[src/rtl/flash_cmd_pkg.sv]
package flash_cmd_pkg;

    localparam int NUM_BANKS = 2;
    localparam int MODE_W    = 3;
    localparam int LOW_AW    = 11;

    typedef enum logic [2:0] {
        MODE_READ      = 3'd0,
        MODE_AUTOSEL   = 3'd1,
        MODE_SUSP_READ = 3'd2,
        MODE_PROG      = 3'd3,
        MODE_ERASE     = 3'd4,
        MODE_ERROR     = 3'd5
    } bank_mode_e;

    typedef enum logic [1:0] {
        SEL_ARRAY  = 2'd0,
        SEL_STATUS = 2'd1,
        SEL_IDCODE = 2'd2,
        SEL_RSVD   = 2'd3
    } rd_sel_e;

    typedef enum logic [2:0] {
        CMD_NONE    = 3'd0,
        CMD_RESET   = 3'd1,
        CMD_AUTOSEL = 3'd2,
        CMD_PROGRAM = 3'd3,
        CMD_ERASE   = 3'd4,
        CMD_SUSPEND = 3'd5,
        CMD_RESUME  = 3'd6
    } cmd_kind_e;

    localparam logic [7:0] BYTE_UNLOCK_A = 8'hAA;
    localparam logic [7:0] BYTE_UNLOCK_B = 8'h55;
    localparam logic [7:0] BYTE_RESET    = 8'hF0;
    localparam logic [7:0] BYTE_AUTOSEL  = 8'h90;
    localparam logic [7:0] BYTE_PROGRAM  = 8'hA0;
    localparam logic [7:0] BYTE_ERS_SET  = 8'h80;
    localparam logic [7:0] BYTE_ERS_GO   = 8'h30;
    localparam logic [7:0] BYTE_SUSPEND  = 8'hB0;
    localparam logic [7:0] BYTE_RESUME   = 8'h30;

    localparam logic [LOW_AW-1:0] ADDR_UNLOCK_A = 11'h555;
    localparam logic [LOW_AW-1:0] ADDR_UNLOCK_B = 11'h2AA;

endpackage

[src/rtl/flash_bus_capture.sv]
module flash_bus_capture #(
    parameter int ADDR_W = 12,
    parameter int DATA_W = 8
) (
    input  logic              clk,
    input  logic              rst_n,
    input  logic              cs_n_i,
    input  logic              we_n_i,
    input  logic [ADDR_W-1:0] addr_i,
    input  logic [DATA_W-1:0] data_i,
    output logic              wr_valid_o,
    output logic [ADDR_W-1:0] wr_addr_o,
    output logic [DATA_W-1:0] wr_data_o
);

    logic              strobe_on;
    logic              strobe_q;
    logic [ADDR_W-1:0] addr_hold_q;
    logic [DATA_W-1:0] data_hold_q;

    // A write cycle exists only while both strobes are low.
    assign strobe_on = !cs_n_i && !we_n_i;

    always_ff @(posedge clk) begin
        if (!rst_n) begin
            strobe_q    <= 1'b0;
            addr_hold_q <= '0;
            data_hold_q <= '0;
            wr_valid_o  <= 1'b0;
            wr_addr_o   <= '0;
            wr_data_o   <= '0;
        end else begin
            strobe_q   <= strobe_on;
            wr_valid_o <= strobe_q && !strobe_on;
            // later falling strobe opens the cycle: take the address
            if (strobe_on && !strobe_q) begin
                addr_hold_q <= addr_i;
            end
            // data keeps following the bus until the first strobe rises
            if (strobe_on) begin
                data_hold_q <= data_i;
            end
            if (strobe_q && !strobe_on) begin
                wr_addr_o <= addr_hold_q;
                wr_data_o <= data_hold_q;
            end
        end
    end

    // one completed write yields exactly one single-cycle pulse
    assert_single_pulse_R2: assert property (@(posedge clk) disable iff (!rst_n)
        wr_valid_o |=> !wr_valid_o);

endmodule

[src/rtl/flash_seq_decoder.sv]
module flash_seq_decoder
    import flash_cmd_pkg::*;
#(
    parameter int ADDR_W = 12,
    parameter int DATA_W = 8,
    parameter int SECT_W = 3
) (
    input  logic              clk,
    input  logic              rst_n,
    input  logic              wr_valid_i,
    input  logic [ADDR_W-1:0] wr_addr_i,
    input  logic [DATA_W-1:0] wr_data_i,
    output cmd_kind_e         cmd_kind_o,
    output logic [SECT_W-1:0] cmd_sector_o
);

    typedef enum logic [2:0] {
        SEQ_IDLE      = 3'd0,
        SEQ_GOT_AA    = 3'd1,
        SEQ_GOT_55    = 3'd2,
        SEQ_PROG_DATA = 3'd3,
        SEQ_ERS_AA    = 3'd4,
        SEQ_ERS_55    = 3'd5,
        SEQ_ERS_GO    = 3'd6
    } seq_e;

    seq_e              seq_q, seq_d;
    cmd_kind_e         kind_d;
    logic [7:0]        cmd_byte;
    logic [LOW_AW-1:0] low_addr;
    logic              is_unlock_a;
    logic              is_unlock_b;

    assign cmd_byte    = wr_data_i[7:0];
    assign low_addr    = wr_addr_i[LOW_AW-1:0];
    assign is_unlock_a = (cmd_byte == BYTE_UNLOCK_A) && (low_addr == ADDR_UNLOCK_A);
    assign is_unlock_b = (cmd_byte == BYTE_UNLOCK_B) && (low_addr == ADDR_UNLOCK_B);

    always_ff @(posedge clk) begin
        if (!rst_n) begin
            seq_q        <= SEQ_IDLE;
            cmd_kind_o   <= CMD_NONE;
            cmd_sector_o <= '0;
        end else begin
            seq_q        <= seq_d;
            cmd_kind_o   <= kind_d;
            if (wr_valid_i) begin
                cmd_sector_o <= wr_addr_i[ADDR_W-1 -: SECT_W];
            end
        end
    end

    always_comb begin
        seq_d  = seq_q;
        kind_d = CMD_NONE;
        if (wr_valid_i) begin
            if (cmd_byte == BYTE_RESET) begin
                // reset is taken at any point, address ignored
                kind_d = CMD_RESET;
                seq_d  = SEQ_IDLE;
            end else begin
                unique case (seq_q)
                    SEQ_IDLE: begin
                        if (is_unlock_a) begin
                            seq_d = SEQ_GOT_AA;
                        end else if (cmd_byte == BYTE_SUSPEND) begin
                            kind_d = CMD_SUSPEND;
                        end else if (cmd_byte == BYTE_RESUME) begin
                            kind_d = CMD_RESUME;
                        end
                    end
                    SEQ_GOT_AA: begin
                        seq_d = is_unlock_b ? SEQ_GOT_55 : SEQ_IDLE;
                    end
                    SEQ_GOT_55: begin
                        seq_d = SEQ_IDLE;
                        if (cmd_byte == BYTE_AUTOSEL) begin
                            kind_d = CMD_AUTOSEL;
                        end else if (cmd_byte == BYTE_PROGRAM) begin
                            seq_d = SEQ_PROG_DATA;
                        end else if (cmd_byte == BYTE_ERS_SET) begin
                            seq_d = SEQ_ERS_AA;
                        end
                    end
                    SEQ_PROG_DATA: begin
                        kind_d = CMD_PROGRAM;
                        seq_d  = SEQ_IDLE;
                    end
                    SEQ_ERS_AA: begin
                        seq_d = is_unlock_a ? SEQ_ERS_55 : SEQ_IDLE;
                    end
                    SEQ_ERS_55: begin
                        seq_d = is_unlock_b ? SEQ_ERS_GO : SEQ_IDLE;
                    end
                    SEQ_ERS_GO: begin
                        seq_d = SEQ_IDLE;
                        if (cmd_byte == BYTE_ERS_GO) begin
                            kind_d = CMD_ERASE;
                        end
                    end
                    default: seq_d = SEQ_IDLE;
                endcase
            end
        end
    end

    // a wrong second unlock cycle drops the partial sequence
    assert_bad_unlock_drops_R9: assert property (@(posedge clk) disable iff (!rst_n)
        (seq_q == SEQ_GOT_AA && wr_valid_i && !is_unlock_b) |=> seq_q == SEQ_IDLE);

    // a wrong command byte after the unlock pair issues nothing
    assert_bad_code_no_cmd_R9: assert property (@(posedge clk) disable iff (!rst_n)
        (seq_q == SEQ_GOT_55 && wr_valid_i && cmd_byte != BYTE_AUTOSEL && cmd_byte != BYTE_RESET)
        |=> cmd_kind_o == CMD_NONE);

endmodule

[src/rtl/flash_bank_fsm.sv]
module flash_bank_fsm
    import flash_cmd_pkg::*;
#(
    parameter int BANK_IDX     = 0,
    parameter int SECT_W       = 3,
    parameter int PROG_CYCLES  = 16,
    parameter int ERASE_CYCLES = 64
) (
    input  logic              clk,
    input  logic              rst_n,
    input  cmd_kind_e         cmd_kind_i,
    input  logic [SECT_W-1:0] cmd_sector_i,
    input  logic              err_inject_i,
    input  logic              other_busy_i,
    output bank_mode_e        mode_o,
    output logic              busy_o,
    output logic [SECT_W-1:0] susp_sector_o
);

    localparam int MAX_CYC = (ERASE_CYCLES > PROG_CYCLES) ? ERASE_CYCLES : PROG_CYCLES;
    localparam int CNT_W   = $clog2(MAX_CYC + 1);
    localparam logic [CNT_W-1:0] PROG_LOAD  = CNT_W'(PROG_CYCLES - 1);
    localparam logic [CNT_W-1:0] ERASE_LOAD = CNT_W'(ERASE_CYCLES - 1);
    localparam logic MY_BANK = 1'(BANK_IDX);

    bank_mode_e        mode_q, mode_d;
    bank_mode_e        ret_mode;
    logic [CNT_W-1:0]  prog_cnt_q, prog_cnt_d;
    logic [CNT_W-1:0]  ers_cnt_q, ers_cnt_d;
    logic              susp_q, susp_d;
    logic [SECT_W-1:0] sect_q, sect_d;
    logic              own;
    logic              is_reset;

    assign own      = (cmd_sector_i[SECT_W-1] == MY_BANK);
    assign is_reset = (cmd_kind_i == CMD_RESET);
    assign ret_mode = susp_q ? MODE_SUSP_READ : MODE_READ;

    always_ff @(posedge clk) begin
        if (!rst_n) begin
            mode_q     <= MODE_READ;
            prog_cnt_q <= '0;
            ers_cnt_q  <= '0;
            susp_q     <= 1'b0;
            sect_q     <= '0;
        end else begin
            mode_q     <= mode_d;
            prog_cnt_q <= prog_cnt_d;
            ers_cnt_q  <= ers_cnt_d;
            susp_q     <= susp_d;
            sect_q     <= sect_d;
        end
    end

    always_comb begin
        mode_d     = mode_q;
        prog_cnt_d = prog_cnt_q;
        ers_cnt_d  = ers_cnt_q;
        susp_d     = susp_q;
        sect_d     = sect_q;
        unique case (mode_q)
            MODE_READ: begin
                if (own && cmd_kind_i == CMD_AUTOSEL && !other_busy_i) begin
                    mode_d = MODE_AUTOSEL;
                end else if (own && cmd_kind_i == CMD_PROGRAM) begin
                    mode_d     = MODE_PROG;
                    prog_cnt_d = PROG_LOAD;
                end else if (own && cmd_kind_i == CMD_ERASE) begin
                    mode_d    = MODE_ERASE;
                    ers_cnt_d = ERASE_LOAD;
                    sect_d    = cmd_sector_i;
                end
            end
            MODE_AUTOSEL: begin
                if (is_reset) begin
                    mode_d = ret_mode;
                end
            end
            MODE_SUSP_READ: begin
                if (own && cmd_kind_i == CMD_AUTOSEL && !other_busy_i) begin
                    mode_d = MODE_AUTOSEL;
                end else if (own && cmd_kind_i == CMD_PROGRAM) begin
                    mode_d     = MODE_PROG;
                    prog_cnt_d = PROG_LOAD;
                end else if (own && cmd_kind_i == CMD_RESUME) begin
                    mode_d = MODE_ERASE;
                    susp_d = 1'b0;
                end
            end
            MODE_PROG: begin
                if (err_inject_i) begin
                    mode_d = MODE_ERROR;
                end else if (prog_cnt_q == '0) begin
                    mode_d = ret_mode;
                end else begin
                    prog_cnt_d = prog_cnt_q - 1'b1;
                end
            end
            MODE_ERASE: begin
                if (err_inject_i) begin
                    mode_d = MODE_ERROR;
                end else if (own && cmd_kind_i == CMD_SUSPEND) begin
                    mode_d = MODE_SUSP_READ;
                    susp_d = 1'b1;
                end else if (ers_cnt_q == '0) begin
                    mode_d = MODE_READ;
                end else begin
                    ers_cnt_d = ers_cnt_q - 1'b1;
                end
            end
            MODE_ERROR: begin
                if (is_reset) begin
                    mode_d = ret_mode;
                end
            end
            default: mode_d = MODE_READ;
        endcase
    end

    assign mode_o        = mode_q;
    assign busy_o        = (mode_q == MODE_PROG) || (mode_q == MODE_ERASE);
    assign susp_sector_o = sect_q;

    // identification mode is left only through a reset
    assert_autosel_holds_R5: assert property (@(posedge clk) disable iff (!rst_n)
        (mode_q == MODE_AUTOSEL && !is_reset) |=> mode_q == MODE_AUTOSEL);

    // leaving identification with a suspended erase lands in suspended read
    assert_autosel_to_susp_R5: assert property (@(posedge clk) disable iff (!rst_n)
        (mode_q == MODE_AUTOSEL && is_reset && susp_q) |=> mode_q == MODE_SUSP_READ);

    // a running program does not react to reset
    assert_busy_ignores_reset_R6: assert property (@(posedge clk) disable iff (!rst_n)
        (mode_q == MODE_PROG && is_reset && !err_inject_i && prog_cnt_q != '0)
        |=> mode_q == MODE_PROG);

    // identification is refused while the other bank is busy
    assert_autosel_blocked_R10: assert property (@(posedge clk) disable iff (!rst_n)
        (mode_q == MODE_READ && own && cmd_kind_i == CMD_AUTOSEL && other_busy_i)
        |=> mode_q == MODE_READ);

    // error is sticky until a reset
    assert_error_sticky_R11: assert property (@(posedge clk) disable iff (!rst_n)
        (mode_q == MODE_ERROR && !is_reset) |=> mode_q == MODE_ERROR);

endmodule

[src/rtl/flash_cmd_ctrl.sv]
module flash_cmd_ctrl
    import flash_cmd_pkg::*;
#(
    parameter int ADDR_W       = 12,
    parameter int DATA_W       = 8,
    parameter int SECT_W       = 3,
    parameter int PROG_CYCLES  = 16,
    parameter int ERASE_CYCLES = 64
) (
    input  logic                        clk,
    input  logic                        rst_n,
    input  logic                        cs_n_i,
    input  logic                        we_n_i,
    input  logic [ADDR_W-1:0]           addr_i,
    input  logic [DATA_W-1:0]           data_i,
    input  logic                        err_inject_i,
    input  logic [SECT_W-1:0]           rd_sector_i,
    output logic [1:0]                  rd_sel_o,
    output logic [NUM_BANKS*MODE_W-1:0] bank_mode_o
);

    logic              wr_valid;
    logic [ADDR_W-1:0] wr_addr;
    logic [DATA_W-1:0] wr_data;
    cmd_kind_e         cmd_kind;
    logic [SECT_W-1:0] cmd_sector;

    bank_mode_e        bank_mode [NUM_BANKS];
    logic              bank_busy [NUM_BANKS];
    logic [SECT_W-1:0] bank_sect [NUM_BANKS];

    bank_mode_e        rd_mode;
    logic [SECT_W-1:0] rd_susp_sect;
    rd_sel_e           rd_sel;

    flash_bus_capture #(
        .ADDR_W (ADDR_W),
        .DATA_W (DATA_W)
    ) bus_cap_i (
        .clk        (clk),
        .rst_n      (rst_n),
        .cs_n_i     (cs_n_i),
        .we_n_i     (we_n_i),
        .addr_i     (addr_i),
        .data_i     (data_i),
        .wr_valid_o (wr_valid),
        .wr_addr_o  (wr_addr),
        .wr_data_o  (wr_data)
    );

    flash_seq_decoder #(
        .ADDR_W (ADDR_W),
        .DATA_W (DATA_W),
        .SECT_W (SECT_W)
    ) seq_dec_i (
        .clk          (clk),
        .rst_n        (rst_n),
        .wr_valid_i   (wr_valid),
        .wr_addr_i    (wr_addr),
        .wr_data_i    (wr_data),
        .cmd_kind_o   (cmd_kind),
        .cmd_sector_o (cmd_sector)
    );

    for (genvar b = 0; b < NUM_BANKS; b++) begin : g_bank
        flash_bank_fsm #(
            .BANK_IDX     (b),
            .SECT_W       (SECT_W),
            .PROG_CYCLES  (PROG_CYCLES),
            .ERASE_CYCLES (ERASE_CYCLES)
        ) bank_i (
            .clk           (clk),
            .rst_n         (rst_n),
            .cmd_kind_i    (cmd_kind),
            .cmd_sector_i  (cmd_sector),
            .err_inject_i  (err_inject_i),
            .other_busy_i  (bank_busy[NUM_BANKS-1-b]),
            .mode_o        (bank_mode[b]),
            .busy_o        (bank_busy[b]),
            .susp_sector_o (bank_sect[b])
        );
        assign bank_mode_o[b*MODE_W +: MODE_W] = bank_mode[b];
    end

    assign rd_mode      = bank_mode[rd_sector_i[SECT_W-1]];
    assign rd_susp_sect = bank_sect[rd_sector_i[SECT_W-1]];

    always_comb begin
        unique case (rd_mode)
            MODE_READ:      rd_sel = SEL_ARRAY;
            MODE_AUTOSEL:   rd_sel = SEL_IDCODE;
            MODE_SUSP_READ: rd_sel = (rd_sector_i == rd_susp_sect) ? SEL_STATUS : SEL_ARRAY;
            MODE_PROG,
            MODE_ERASE,
            MODE_ERROR:     rd_sel = SEL_STATUS;
            default:        rd_sel = SEL_STATUS;
        endcase
    end

    assign rd_sel_o = rd_sel;

    // the reserved select code never reaches the read path
    assert_rd_sel_legal_R7: assert property (@(posedge clk) disable iff (!rst_n)
        rd_sel_o != SEL_RSVD);

    // the cycle after reset releases, both banks are still in read
    assert_powerup_read_R1: assert property (@(posedge clk)
        !rst_n |=> bank_mode_o == '0);

endmodule

[config.mk]
export PLATFORM = sky130hd
export DESIGN_NAME = flash_cmd_ctrl
export DESIGN_NICKNAME = d
export VERILOG_FILES = /design/src/rtl/flash_cmd_pkg.sv /design/src/rtl/flash_bus_capture.sv /design/src/rtl/flash_seq_decoder.sv /design/src/rtl/flash_bank_fsm.sv /design/src/rtl/flash_cmd_ctrl.sv
export SDC_FILE = /design/constraint.sdc
export NUM_CORES = 1
export LEC_CHECK = 0
export BUFFER_PORTS_ARGS = -buffer_cell sky130_fd_sc_hd__buf_4
export CAP_MARGIN = 20
export CORE_ASPECT_RATIO = 0.5
export CORE_MARGIN = 8
export CORE_UTILIZATION = 30
export CTS_CLUSTER_SIZE = 40
export DETAILED_ROUTE_END_ITERATION = 8
export GPL_TIMING_DRIVEN = 1
export HOLD_SLACK_MARGIN = 0.03
export PLACE_DENSITY = 0.52
export RECOVER_POWER = 100
export SETUP_SLACK_MARGIN = 0.3
export SLEW_MARGIN = 30
export SYNTH_ARGS = -nofsm -noshare
export SYNTH_HDL_FRONTEND = slang
export SYNTH_HIERARCHICAL = 1
export SYNTH_SLANG_ARGS = --single-unit
export TNS_END_PERCENT = 1
[constraint.sdc]
create_clock -name clk -period 1.83 [get_ports clk]
set_input_delay 0.183 -clock clk [delete_from_list [all_inputs] [get_ports clk]]
set_output_delay 0.183 -clock clk [all_outputs]
set_load 0.005 [all_outputs]
==> results.sh, run 1 <==
export IMPL_path_cells="or4_4, nor4b_4, nor3_4, or3_4, mux2i_1"
export IMPL_cp_top_family="simple AND/OR/NAND/NOR gates"
export IMPL_timing_fmax_mhz=537
export IMPL_hold_path_depth=3
export IMPL_synth_seq_cells=93
export IMPL_drive_gt1_share_pct=33.9
export IMPL_grt_pass1_vias=4106
export IMPL_arrival_ps=2090
export IMPL_fin_ws_ps=-32.2
export IMPL_critPathSlowestCell="or4_4"
export IMPL_firstDrtPassIters=4
export IMPL_hold_end="bus_cap_i/addr_hold_q[8]"
export IMPL_numCtsBuffers=9
export IMPL_drc=0
export IMPL_wire_per_inst_microns=13.8
export IMPL_clock_path_buffers=2
export IMPL_fp_dieH_microns=107
export IMPL_post_synth_top_count_cell="dfxtp_1"
export IMPL_status="complete, but fails checks"
export IMPL_rr_worst_depth=5
export IMPL_violations="setup timing"
export IMPL_nets=680
export IMPL_pwr_share_comb_pct=20.7
export IMPL_fin_worst_skew_ps=9.37
export IMPL_clock_power_share_pct=37.0
export IMPL_dpl_instance_area_sq_mm=0.00581
export IMPL_p_leak_nw=2.43
export IMPL_worstSetupPathType="reg2reg"
export IMPL_min_period_ps=1860
export IMPL_die_w_microns=198
export IMPL_dp_hpwl_microns=8450
export IMPL_synthFlopType="dfxtp_1"
export IMPL_yosysUniqueCellTypes=87
export IMPL_start_util_pct=30.5
export IMPL_gp_congestion=0.825
export IMPL_grt_util_all_layers_pct=11.3
export IMPL_setup_viol=2
export IMPL_grt_ovfl_total=0
export IMPL_slew_headroom_pct=3.03
export IMPL_drt_iter0_markers=236
export IMPL_seq_area_frac_synth_pct=37.4
export IMPL_synthTopCellsByArea="dfxtp_1 (37%), mux2i_1 (8.4%), nand2_1 (6.2%), a21oi_1 (3.3%), nor2_1 (3.2%)"
export IMPL_startpoint_type="flop"
export IMPL_tightest_slew_ps=1440
export IMPL_maxSlewViolCount=0
export IMPL_routed_wl_microns=12100
export IMPL_vias=4319
export IMPL_antenna_cells=0
export IMPL_design_area_sq_mm=0.00650
export IMPL_p_int_mw=3.72
export IMPL_syn_avg_cell_area_sq_um=8.80
export IMPL_crit_fanout=2
export IMPL_synth_commonest_cells="dfxtp_1 (93), nand2_1 (82), nor2_1 (43), mux2i_1 (42), a21oi_1 (33)"
export IMPL_final_core_util_pct=39.9
export IMPL_cap_violations=0
export IMPL_peakVddDrop_uv=388
export IMPL_r2r_start="g_bank[1].bank_i/ers_cnt_q[5]"
export IMPL_grt_pass1_wl_microns=20200
export IMPL_via_per_inst=4.93
export IMPL_hold_buffers=0
export IMPL_end_kind="flop"
export IMPL_yosysWarnings=6
export IMPL_hold_start="addr_i[8]"
export IMPL_grt_setup_unrepaired="yes"
export IMPL_drtAntennaViolNets=0
export IMPL_antenna_found_initial=0
export IMPL_power_density_mw_per_mm2=788
export IMPL_p_seq_share_pct=42.3
export IMPL_tritoncts="built"
export IMPL_die_area_sq_mm=0.0212
export IMPL_portBuffers=35
export IMPL_final_hold_viol_count=0
export IMPL_p_sw_share_pct=27.4
export IMPL_ios=36
export IMPL_cts_root_buf="clkbuf_16"
export IMPL_critPathBufInv=0
export IMPL_cp_required_ps=2060
export IMPL_slowest_delay_ps=550
export IMPL_synth_edf_count=0
export IMPL_finalPower_mw=5.12
export IMPL_syn_inst=566
export IMPL_htree_levels=3
export IMPL_timing_rr_end="g_bank[1].bank_i/mode_o[1]"
export IMPL_grt_max_degree=40
export IMPL_async_flop_share_pct=0
export IMPL_p_sw_mw=1.41
export IMPL_worstHoldPathType="in2reg"
export IMPL_period_share_pct=102
export IMPL_synthesis_area_sq_mm=0.00498
export IMPL_r2r_slack_ps=-30
export IMPL_cts_sink_count=93
export IMPL_row_count=33
export IMPL_synth_top_area_cell="dfxtp_1"
export IMPL_clkLatencyLatePin_ps=340
export IMPL_synth_top_area_share_pct=37.4
export IMPL_area_growth_pct=30.5
export IMPL_clkTransAtPathRegs_ps=70
export IMPL_syn_nets=602
export IMPL_coreArea_sq_mm=0.0163
-- cell usage in the layout (no fill, tap or decap), drive strengths merged, types with 5 or more instances in the layout --
cell type / netlist / layout
nor3b: 7 / 7
or3: 6 / 6
nand2: 82 / 82
nor2: 44 / 44
a21oi: 33 / 33
o21ai: 26 / 26
a211oi: 11 / 11
nand3: 9 / 9
nand4: 5 / 5
nor2b: 6 / 6
or3b: 9 / 9
nand2b: 9 / 9
and3: 6 / 6
clkbuf: 12 / 15
mux2i: 42 / 42
nor3: 32 / 33
dfxtp: 93 / 93
inv: 17 / 19
ha: 8 / 8
a311oi: 15 / 15
buf: 15 / 89
-- state kept, by name, summed over array words and instances, names as in the netlist --
name and count:
bus_cap_i/addr_hold_q 12, bus_cap_i/data_hold_q 8, bus_cap_i/strobe_q 1, bus_cap_i/wr_addr_o 12, bus_cap_i/wr_data_o 8, bus_cap_i/wr_valid_o 1, g_bank.bank_i/ers_cnt_q 14, g_bank.bank_i/mode_o 6
g_bank.bank_i/prog_cnt_q 14, g_bank.bank_i/susp_q 2, g_bank.bank_i/susp_sector_o 6, seq_dec_i/cmd_kind_o 3, seq_dec_i/cmd_sector_o 3, seq_dec_i/seq_q 3
-- logic make-up after synthesis --
logic type,synth area share (%)
multiplexers,8.44
XOR/XNOR,1.23
buffers and inverters,5.22
AO/OA/AOI/OAI,16.9
flip-flops,37.4
adder cells (fa/ha/maj),2.21
AND/OR/NAND/NOR,28.6
-- per-layer routing --
layer	share of wire, %	vias up	GRT usage (%)
met1	54	2043	16.1
met5	0	-	0
met3	2.5	4	2.53
li1	-	2224	-
met4	0.56	0	2.33
met2	43	48	17.2
-- area by class of cell --
class / instances / area, sq um
Inverter: 19 / 71.3
Fill cell: 1680 / 9810
Clock buffer: 11 / 243
Clock inverter: 5 / 57.6
Sequential cell: 93 / 1910
Multi-Input combinational cell: 428 / 3190
Tap cell: 227 / 284
Timing Repair Buffer: 93 / 743
-- power groups by stage --
stage | Clock [mW] | Combinational (mW) | Sequential [mW]
final | 1.90 | 1.06 | 2.16
after global routing | 2.06 | 1.17 | 2.17
after CTS | 1.97 | 1.02 | 2.15
after detailed placement | 0 | 0.926 | 2.20
after global placement | 0 | 0.923 | 2.20
after floorplan | 0 | 0.599 | 2.20
-- metrics by stage --
| stage | instances | worst slack, ps | hold WS, ps | TNS (ps) |
|---|---|---|---|---|
| floorplan | 566 | -35.7 | 311 | -89.5 |
| global placement | 858 | -53.7 | 448 | -185 |
| detailed placement | 858 | -86.9 | 450 | -425 |
| CTS | 874 | -35.8 | 82.3 | -46.5 |
| global route | 876 | -74.4 | 82.2 | -344 |
| finish | 876 | -32.2 | 98.5 | -36.5 |
-- worst min-delay path: stages --
cell,delay [ps]
buf_4,110
nand2_1,40
mux2i_1,50
-- worst max-delay path by stage --
stage | end | slack, ps | start | cells after the start
floorplan | g_bank[1].bank_i/ers_cnt_q[6] | -40 | g_bank[1].bank_i/mode_o[2] | 6
finish | g_bank[1].bank_i/mode_o[1] | -30 | g_bank[1].bank_i/ers_cnt_q[5] | 5
detailed placement | g_bank[1].bank_i/ers_cnt_q[5] | -90 | seq_dec_i/cmd_kind_o[1] | 5
CTS | g_bank[1].bank_i/mode_o[1] | -40 | g_bank[1].bank_i/ers_cnt_q[5] | 5
global placement | g_bank[1].bank_i/ers_cnt_q[3] | -50 | seq_dec_i/cmd_kind_o[1] | 5
global route | g_bank[1].bank_i/mode_o[1] | -70 | g_bank[1].bank_i/ers_cnt_q[5] | 5
-- timing repair --
item,CTS,global route
setup buffers,0,1
resized for setup,61,46
pin swaps,57,55
endpoints found under the setup margin,45,47
cloned,0,1
(Power assumes the default switching activity.)
==> inputs of run 2 (changes only) <==
--- a/config.mk
+++ b/config.mk
@@ -20,6 +20,5 @@
 export SLEW_MARGIN = 30
 export SYNTH_ARGS = -nofsm -noshare
 export SYNTH_HDL_FRONTEND = slang
-export SYNTH_HIERARCHICAL = 1
 export SYNTH_SLANG_ARGS = --single-unit
 export TNS_END_PERCENT = 1
==> results.sh, run 2 <==
export IMPL_status="complete, but fails checks"
export IMPL_violations="setup timing"
export IMPL_via_per_inst=4.84
export IMPL_die_area_sq_mm=0.0191
export IMPL_gp_congestion=0.834
export IMPL_synthesis_area_sq_mm=0.00441
export IMPL_whs_ps=73.8
export IMPL_seq_area_frac_synth_pct=42.2
export IMPL_setup_viol=21
export IMPL_peakVddDrop_uv=460
export IMPL_row_count=31
export IMPL_regArea_sq_mm=0.00188
export IMPL_clkLatencyLatePin_ps=350
export IMPL_final_common_cell="nand2_1"
export IMPL_min_period_ps=2090
export IMPL_multi_input_area_sq_mm=0.00259
export IMPL_period_share_pct=114
export IMPL_synth_top_area_share_pct=42.2
export IMPL_routed_wl_microns=11100
export IMPL_portBuffers=35
export IMPL_fp_dieH_microns=102
export IMPL_power_density_mw_per_mm2=833
export IMPL_post_synth_top_count_cell="nand2_1"
export IMPL_numCtsBuffers=9
export IMPL_maxSlewViolCount=0
export IMPL_startpoint_type="flop"
export IMPL_antenna_found_initial=0
export IMPL_cap_violations=0
export IMPL_nFillCells=1529
export IMPL_worstSetupPathType="reg2reg"
export IMPL_r2r_slack_ps=-260
export IMPL_arrival_ps=2320
export IMPL_r2r_start="g_bank[1].bank_i.ers_cnt_q[0]"
export IMPL_yosysUniqueCellTypes=70
export IMPL_finalNonFillerCells=834
export IMPL_crit_fanout=3
export IMPL_top_regs="g_bank.bank_i.ers_cnt_q: 14 flops, g_bank.bank_i.prog_cnt_q: 14 flops"
export IMPL_clkTransAtPathRegs_ps=70
export IMPL_nets=664
export IMPL_worstHoldPathType="in2reg"
export IMPL_synth_seq_cells=93
export IMPL_grt_util_all_layers_pct=11.9
export IMPL_design_area_sq_mm=0.00584
export IMPL_fin_tns_setup_ps=-2020
export IMPL_slew_headroom_pct=33.4
export IMPL_synthTopCellsByArea="dfxtp_1 (42%), nand2_1 (8.8%), a21oi_1 (7.1%), nor2_1 (3.7%), xor2_1 (2.4%)"
export IMPL_grt_pass1_wl_microns=19000
export IMPL_grt_busiest_layer="met2"
export IMPL_cp_required_ps=2070
export IMPL_firstDrtPassIters=5
export IMPL_synthFlopType="dfxtp_1"
export IMPL_drt_iter0_markers=134
export IMPL_timing_critical_path_to="g_bank[1].bank_i.mode_o[1]"
export IMPL_synth_commonest_cells="nand2_1 (104), dfxtp_1 (93), a21oi_1 (63), nor2_1 (44), clkbuf_1 (25)"
export IMPL_antenna_cells=0
export IMPL_async_flop_share_pct=0
export IMPL_dpl_instance_area_sq_mm=0.00532
export IMPL_yosysWarnings=0
export IMPL_hold_buffers=0
export IMPL_syn_nets=580
export IMPL_fin_ws_ps=-257
export IMPL_tritoncts="built"
export IMPL_p_leak_nw=2.18
export IMPL_hold_path_depth=3
export IMPL_end_kind="flop"
export IMPL_timing_rr_end="g_bank[1].bank_i.mode_o[1]"
export IMPL_finalPower_mw=4.87
export IMPL_ios=36
export IMPL_start_util_pct=30.6
export IMPL_wire_per_inst_microns=13.3
export IMPL_layout_common_cells="nand2_1 (103), buf_4 (88), dfxtp_1 (82)"
export IMPL_met1_usage_pct=14.6
export IMPL_grt_setup_unrepaired="yes"
export IMPL_use_met3_pct=2.78
export IMPL_drtAntennaViolNets=0
export IMPL_rr_worst_depth=7
export IMPL_synth_top_area_cell="dfxtp_1"
export IMPL_cts_sink_count=93
export IMPL_syn_avg_cell_area_sq_um=8.07
export IMPL_timing_fmax_mhz=479
export IMPL_worstSetupStartpoint="g_bank[1].bank_i.ers_cnt_q[0]"
export IMPL_vias=4033
export IMPL_die_w_microns=187
export IMPL_final_hold_viol_count=0
export IMPL_fin_worst_skew_ps=8.61
export IMPL_htree_levels=3
export IMPL_area_growth_pct=32.3
export IMPL_syn_inst=547
export IMPL_dp_hpwl_microns=7950
export IMPL_synth_edf_count=0
export IMPL_coreArea_sq_mm=0.0144
export IMPL_grt_pass1_vias=3954
export IMPL_grt_ovfl_total=0
export IMPL_clock_path_buffers=2
export IMPL_cts_root_buf="clkbuf_16"
export IMPL_grt_max_degree=44
export IMPL_grtUsageMet2_pct=20.7
export IMPL_drive_gt1_share_pct=27.5
export IMPL_tightest_slew_ps=998
export IMPL_dp_cells=815
export IMPL_drc=0
## run 2: cell types whose count changed in the layout (fill, tap and decap cells not counted), moves of 6 or more
cell      before  now
a21oi_1       28   62
mux2i_1       41    8
nand2_1       82  103
dfxtp_1       69   82
nor3_1        22   11
o21ai_0       19    8
buf_4         79   88
xor2_1         4   12
a311oi_1      10    3
dfxtp_2       16    9
or3b_2         7    0
dfxtp_4        8    2
nor3_4         8    2
## run 2: worst max-delay path, stage by stage, from the launching register on
cell,delay (ps)
dfxtp_2,320
inv_2,70
ha_4,130
or3b_4,370
or4_4,440
o211a_4,160
o311a_1,290
a41o_1,200
## run 2: worst min path at each step
stage                                    from                        endpoint  slack [ps]
2_1_floorplan                       addr_i[0]        bus_cap_i.addr_hold_q[0]         320
3_3_place_gp   g_bank[1].bank_i.prog_cnt_q[6]  g_bank[1].bank_i.prog_cnt_q[6]         420
3_5_place_dp   g_bank[1].bank_i.prog_cnt_q[6]  g_bank[1].bank_i.prog_cnt_q[6]         430
4_1_cts                             addr_i[8]        bus_cap_i.addr_hold_q[8]          60
5_1_grt                             addr_i[8]        bus_cap_i.addr_hold_q[8]          70
6_report                            addr_i[9]        bus_cap_i.addr_hold_q[9]          70
## run 2: kinds of logic after synthesis
group / Yosys count / share of synthesized area [%]
fa+ha+maj: 5 / 1.42
xor+xnor: 16 / 3.18
buf+inv: 50 / 4.65
flops: 93 / 42.2
mux: 8 / 1.82
simple gates: 252 / 28.8
compound gates: 123 / 18.0
## run 2: area by class of cell
cell class | count | share of cell area (%)
Timing Repair Buffer | 105 | 13.1
Clock inverter | 7 | 1.09
Inverter | 18 | 1.16
Tap cell | 198 | 4.24
Clock buffer | 9 | 3.86
Multi-Input combinational cell | 404 | 44.3
Sequential cell | 93 | 32.2
## run 2: metal layers
metal | up-vias | part of all wire, %
met5 | - | 0
met4 | 0 | 1.1
met3 | 8 | 2.3
met2 | 47 | 48
met1 | 1881 | 49
li1 | 2097 | -
## run 2: repair_timing
| item | CTS | global route |
|---|---|---|
| gates resized for setup | 46 | 33 |
| hold endpoints to repair | 0 | 0 |
| cloned | 0 | 0 |
| endpoints found under the setup margin | 45 | 47 |
| setup buffers | 2 | 1 |
| pin swaps | 33 | 23 |
## run 2: per-stage QoR
step	setup WS, ps	utilization [%]
4_1_cts	-328	40.2
2_1_floorplan	-300	-
5_1_grt	-320	40.5
3_5_place_dp	-332	36.9
3_3_place_gp	-297	36.9
6_report	-257	40.5
## run 2: where the power goes
part,switching [mW],leakage [nW],internal [mW]
clock,0.874,0.136,0.953
sequential,0.0581,0.758,2.09
combinational,0.419,1.28,0.472
total,1.35,2.18,3.51
